`src/rtl/stk_opdec.sv`:
```
module stk_opdec #(
  parameter int          ACC_W    = 32,
  parameter int          EMU_LO   = 34,
  parameter int          EMU_HI   = 60,
  parameter logic [15:0] SHORT_OK = 16'h3FF5
) (
  input  logic             clk,
  input  logic             rst,
  input  logic             in_valid,
  input  logic [7:0]       opcode,
  output logic             out_valid,
  output logic [2:0]       op_class,
  output logic [4:0]       slot_off,
  output logic [6:0]       byte_off,
  output logic [5:0]       sub_op,
  output logic             form0,
  output logic             form1,
  output logic             bad_op,
  output logic [ACC_W-1:0] imm_value,
  output logic             imm_chained
);
  localparam int PAY_W = 7;
  localparam int EXT_W = ACC_W - PAY_W;

  localparam logic [2:0] CL_SHORT = 3'd0;
  localparam logic [2:0] CL_ADD   = 3'd1;
  localparam logic [2:0] CL_STORE = 3'd2;
  localparam logic [2:0] CL_LOAD  = 3'd3;
  localparam logic [2:0] CL_EMU   = 3'd4;
  localparam logic [2:0] CL_IMM   = 3'd5;

  logic [2:0]       cls;
  logic [4:0]       slot_raw;
  logic             has_slot;
  logic [5:0]       sub_d;
  logic             bad_d;
  logic [ACC_W-1:0] acc_q, acc_d;
  logic             chain_q;
  logic             is_imm;

  assign is_imm   = opcode[7];
  assign slot_raw = {~opcode[4], opcode[3:0]};

  always_comb begin
    if (is_imm)                  cls = CL_IMM;
    else if (opcode[6:5] == 2'b10) cls = CL_STORE;
    else if (opcode[6:5] == 2'b11) cls = CL_LOAD;
    else if (opcode[6:5] == 2'b01) cls = CL_EMU;
    else if (opcode[4])          cls = CL_ADD;
    else                         cls = CL_SHORT;
  end

  assign has_slot = (cls == CL_STORE) || (cls == CL_LOAD) || (cls == CL_ADD);

  always_comb begin
    sub_d = '0;
    bad_d = 1'b0;
    case (cls)
      CL_EMU: begin
        sub_d = opcode[5:0];
        bad_d = (int'(opcode[5:0]) < EMU_LO) || (int'(opcode[5:0]) > EMU_HI);
      end
      CL_SHORT: begin
        sub_d = {2'b00, opcode[3:0]};
        bad_d = ~SHORT_OK[opcode[3:0]];
      end
      default: ;
    endcase
  end

  assign acc_d = chain_q ? {acc_q[ACC_W-PAY_W-1:0], opcode[PAY_W-1:0]}
                         : {{EXT_W{opcode[PAY_W-1]}}, opcode[PAY_W-1:0]};

  always_ff @(posedge clk) begin
    if (rst) begin
      out_valid   <= 1'b0;
      op_class    <= CL_SHORT;
      slot_off    <= '0;
      byte_off    <= '0;
      sub_op      <= '0;
      form0       <= 1'b0;
      form1       <= 1'b0;
      bad_op      <= 1'b0;
      imm_chained <= 1'b0;
      acc_q       <= '0;
      chain_q     <= 1'b0;
    end else begin
      out_valid <= in_valid;
      if (in_valid) begin
        op_class    <= cls;
        slot_off    <= has_slot ? slot_raw : 5'd0;
        byte_off    <= has_slot ? {slot_raw, 2'b00} : 7'd0;
        sub_op      <= sub_d;
        form0       <= has_slot && (slot_raw == 5'd0);
        form1       <= has_slot && (slot_raw == 5'd1);
        bad_op      <= bad_d;
        imm_chained <= is_imm && chain_q;
        chain_q     <= is_imm;
        if (is_imm) acc_q <= acc_d;
      end
    end
  end

  assign imm_value = acc_q;
endmodule

```
`config.mk`:
```
export PLATFORM = sky130hd
export DESIGN_NAME = stk_opdec
export DESIGN_NICKNAME = d
export VERILOG_FILES = /design/src/rtl/stk_opdec.sv
export SDC_FILE = /design/constraint.sdc
export NUM_CORES = 1
export LEC_CHECK = 0
export BUFFER_PORTS_ARGS = -buffer_cell sky130_fd_sc_hd__clkbuf_2
export CORE_UTILIZATION = 54
export CTS_BUF_LIST = sky130_fd_sc_hd__clkbuf_8 sky130_fd_sc_hd__clkbuf_16
export DETAILED_ROUTE_END_ITERATION = 10
export GPL_TIMING_DRIVEN = 0
export PLACE_DENSITY_LB_ADDON = 0.12
export SKIP_CTS_REPAIR_TIMING = 1
export SLEW_MARGIN = 40
export SYNTH_ARGS = -nofsm -noshare
export SYNTH_HDL_FRONTEND = slang
export SYNTH_SLANG_ARGS = --single-unit
```
`constraint.sdc`:
```
create_clock -name clk -period 3.25 [get_ports clk]
set_input_delay 0.1625 -clock clk [delete_from_list [all_inputs] [get_ports clk]]
set_output_delay 0.1625 -clock clk [all_outputs]
set_load 0.03 [all_outputs]
```
==> impl_summary.md <==
Hold path
The start point of the worst min-delay path is opcode[5]. The tightest min-delay check is of the in -> reg type.

Critical path
At the worst endpoint, the arrival time is 1.63 ns. The critical path class is reg -> reg. The type of element capturing the critical path is a register.

In this run the critical register-to-register path is launched from chain_q. STA classifies the critical path startpoint as a register. Of all nets on the critical path, the largest fanout is 10. The critical path launch point is chain_q.

The required time of the worst setup path is 3.49 ns.

Power and ir drop
For this design the ratio of total power to cell area is 487 mW/mm^2. For this design the static power due to leakage is 1.21 nW. IR analysis of the VDD net gives a maximum drop of 0.323 mV.

Logic synthesis
The synthesized netlist devotes 28.7% of its cell area to simple gates. Of the total synthesized cell area, the portion taken by XOR and XNOR cells is 0%. The portion of the post-synthesis area used by sequential elements is 47.4%. Counting flops and latches in the post-synthesis netlist gives 52.

The combinational family with the most area after synthesis is simple AND/OR/NAND/NOR gates. After Yosys synthesis, full adders, half adders and majority gates account for 0% of the synthesized area. The multiplexer share of the synthesized area is 1.88%. The area of the mapped netlist is 0.00220 sq mm. The synthesized area divided by synthesized cell count is 8.79 sq um.

The compound-gate portion of the synthesized area is 14.2%. The synthesized design devotes to its leading area cell type 47.4% of total area. The number of standard cells after synthesis is 250. By area the synthesized netlist is led by dfxtp_1 47%, a21oi_1 10%, nor3_2 9.1%. The top cell type by total area after synthesis is dfxtp_1.

The number of unique standard cell types used by synthesis is 29. For this run, the number of Yosys warnings is 0.

Global route
The sum of overflow across all layers after global routing is 0. The maximum number of pins on one net before global-route repair is 15. The initial antenna violation count is 0. The number of global-route vias before repair is 1709. The first global-routing pass estimated 8000 microns of wire. Global routing used 24.6% of the available tracks.

Final layout
The final layout contains 332 nets. The antenna cell count is 0. Registers take 0.00104 sq mm.

Relative to the synthesized area, the layout overhead comes to 21.3%. Cells with a size suffix above 1 make up 35.4% of the layout. The multi-input gate area in the final layout is 991 sq um.

The total of fill cells in the finished design is 333.

Drt
For this run, design rule violations remaining after detail routing come to 0. The vias per cell is 5.23. For this block, the initial DRC count from the detailed router was 97. The number of antenna-violating nets in the routed design is 0. Dividing the detail-routed wire length by the instance count gives 13.3 microns.

The pre-antenna-repair detailed-routing pass consisted of 4 iterations. The wire length after detailed routing is 4930 microns. For this block, the via count after detailed routing is 1934.

Clock network
Buffers inserted during clock tree synthesis total 5. The maximum count of clock buffers along a single path is 2. The clock transition at the register clock pins on the worst setup and hold paths after CTS is 0.09 ns. The CTS tree is done. The clock drives 52 sinks. The clock tree synthesis step divided the H-tree into 2 levels.

At the later pin of the worst-skew pair, clock insertion delay measures 0.30 ns. The root buffer cell chosen for the clock tree is clkbuf_8.

Die
From left edge to right edge, the die measures 65.8 microns. The floorplan has 22 rows. The initial core utilization is 58.3%. During I/O placement, the number of pins put on the boundary was 69. The total die area is 0.00433 sq mm.

The die is 65.8 microns tall. The area of the core region is 0.00377 sq mm.

Placed design
Input and output buffers added on the ports amount to 63. The routability congestion estimate is 0.801. The HPWL reported at the end of detailed placement is 3540 microns. OpenSTA, run right after detailed placement, puts the worst setup slack at 1.91 ns.

STA
Dividing the final minimum period by the clock period gives 42.7%. The slew of the pin with the lowest slew margin is 0.699 ns. Setup slack closes at 1.86 ns. Hold is met by 0.138 ns. The post-route setup TNS is 0 ns. The relative slew slack is 53.4%. Setup repair after global routing left no endpoint under its margin.

The number of endpoints failing setup at the final stage is 0. The worst clock skew on the final layout is 0.00264 ns. The number of failing hold endpoints at the final stage is 0. The highest clock frequency the design can meet is 720 MHz.

The worst path needs 1.39 ns of the cycle, external delays included. The number of max-slew violations in the final report is 0.

Run
The number of maximum-capacitance constraint violations is 0.

Run status
The flow ran to the end, and the final reports show no timing, DRC or antenna violations.
-- layout make-up --
class	instances	share of cell area (%)
inverters	3	0.422
repair buffers	63	11.8
flip-flops and latches	52	39.0
multi-input cells	170	37.1
plain buffers	26	5.96
clock buffers	6	3.10
clock inverters	2	0.281
well taps	48	2.25
-- path summary, 6_finish.rpt --
path	endpoint	slack, ns	cells past startpoint
setup / recovery	imm_value[8]	1.86	4
hold / removal	imm_value[5]	0.14	3
setup reg to reg	imm_value[8]	1.86	4
hold reg to reg	sub_op[4]	0.48	2
-- metrics by stage --
stage | instance area, sq um | utilization (%) | power (mW) | std cells
after detailed placement | 2580 | 68.3 | 0.944 | 362
after global routing | 2670 | 70.7 | 1.35 | 370
final | 2670 | 70.7 | 1.30 | 370
after CTS | 2670 | 70.7 | 1.30 | 370
after floorplan | 2200 | - | 0.876 | 251
after global placement | 2580 | 68.3 | 0.940 | 362
-- cell usage after synthesis --
cell,number
a2111oi_1,1
a211oi_1,2
a21oi_1,46
and2_1,1
buf_2,7
buf_4,8
buf_6,3
clkbuf_1,8
conb_1,1
dfxtp_1,52
inv_1,2
inv_2,1
mux2_2,1
mux2i_1,3
nand2_1,16
nand2b_1,7
nand3_1,3
nor2_1,43
nor2b_1,13
nor3_1,4
nor3_2,20
nor3b_4,1
nor4_2,1
o2111ai_1,1
o2111ai_2,1
o21ai_4,1
o311ai_1,1
o31ai_1,1
or3_4,1
-- cell usage in the layout, fill, tap and decap left out, types with 6 or more instances in the layout --
master | Yosys | routed
dfxtp_1 | 52 | 52
nor3_2 | 20 | 20
nand2_1 | 16 | 16
clkbuf_8 | 0 | 6
buf_2 | 7 | 7
nand2b_1 | 7 | 7
clkbuf_1 | 8 | 8
nor2_1 | 43 | 43
buf_4 | 8 | 8
a21oi_1 | 46 | 46
nor2b_1 | 13 | 13
clkbuf_2 | 0 | 63
-- worst max-delay path, cell delays in order, from the launching register on --
cell and delay, ns:
dfxtp_1 0.31, buf_2 0.23, clkbuf_1 0.44, a21oi_1 0.17
nor3_2 0.17
-- power breakdown --
part	internal (mW)	total, mW	switching, mW
Combinational	0.0732	0.239	0.165
Clock	0.168	0.370	0.202
Sequential	0.669	0.691	0.0216
Total	0.910	1.30	0.389
-- per-layer routing --
layer | wire, microns | share of wire [%] | vias up | global-route usage [%]
met5 | 0 | 0 | - | 0
met4 | 85 | 1.7 | 0 | 12.5
met3 | 252 | 5.1 | 8 | 4.48
met2 | 2230 | 45 | 61 | 37.8
met1 | 2360 | 48 | 896 | 32.8
li1 | - | - | 969 | -
-- registers in the layout, summed over array words and instances (netlist names) --
register / cells
op_class: 3
imm_chained: 1
bad_op: 1
imm_value: 32
chain_q: 1
byte_off: 5
form1: 1
sub_op: 6
form0: 1
out_valid: 1
-- cells by family (layout without fill, tap and decap cells) --
logic type / Yosys count / in the layout
muxes: 4 / 4
AOI/OAI and AO/OA: 54 / 54
and+or+nand+nor: 110 / 110
DFF: 52 / 52
other: 1 / 2
buffers and inverters: 29 / 100
No activity file was read; power rests on OpenSTA's default activity.
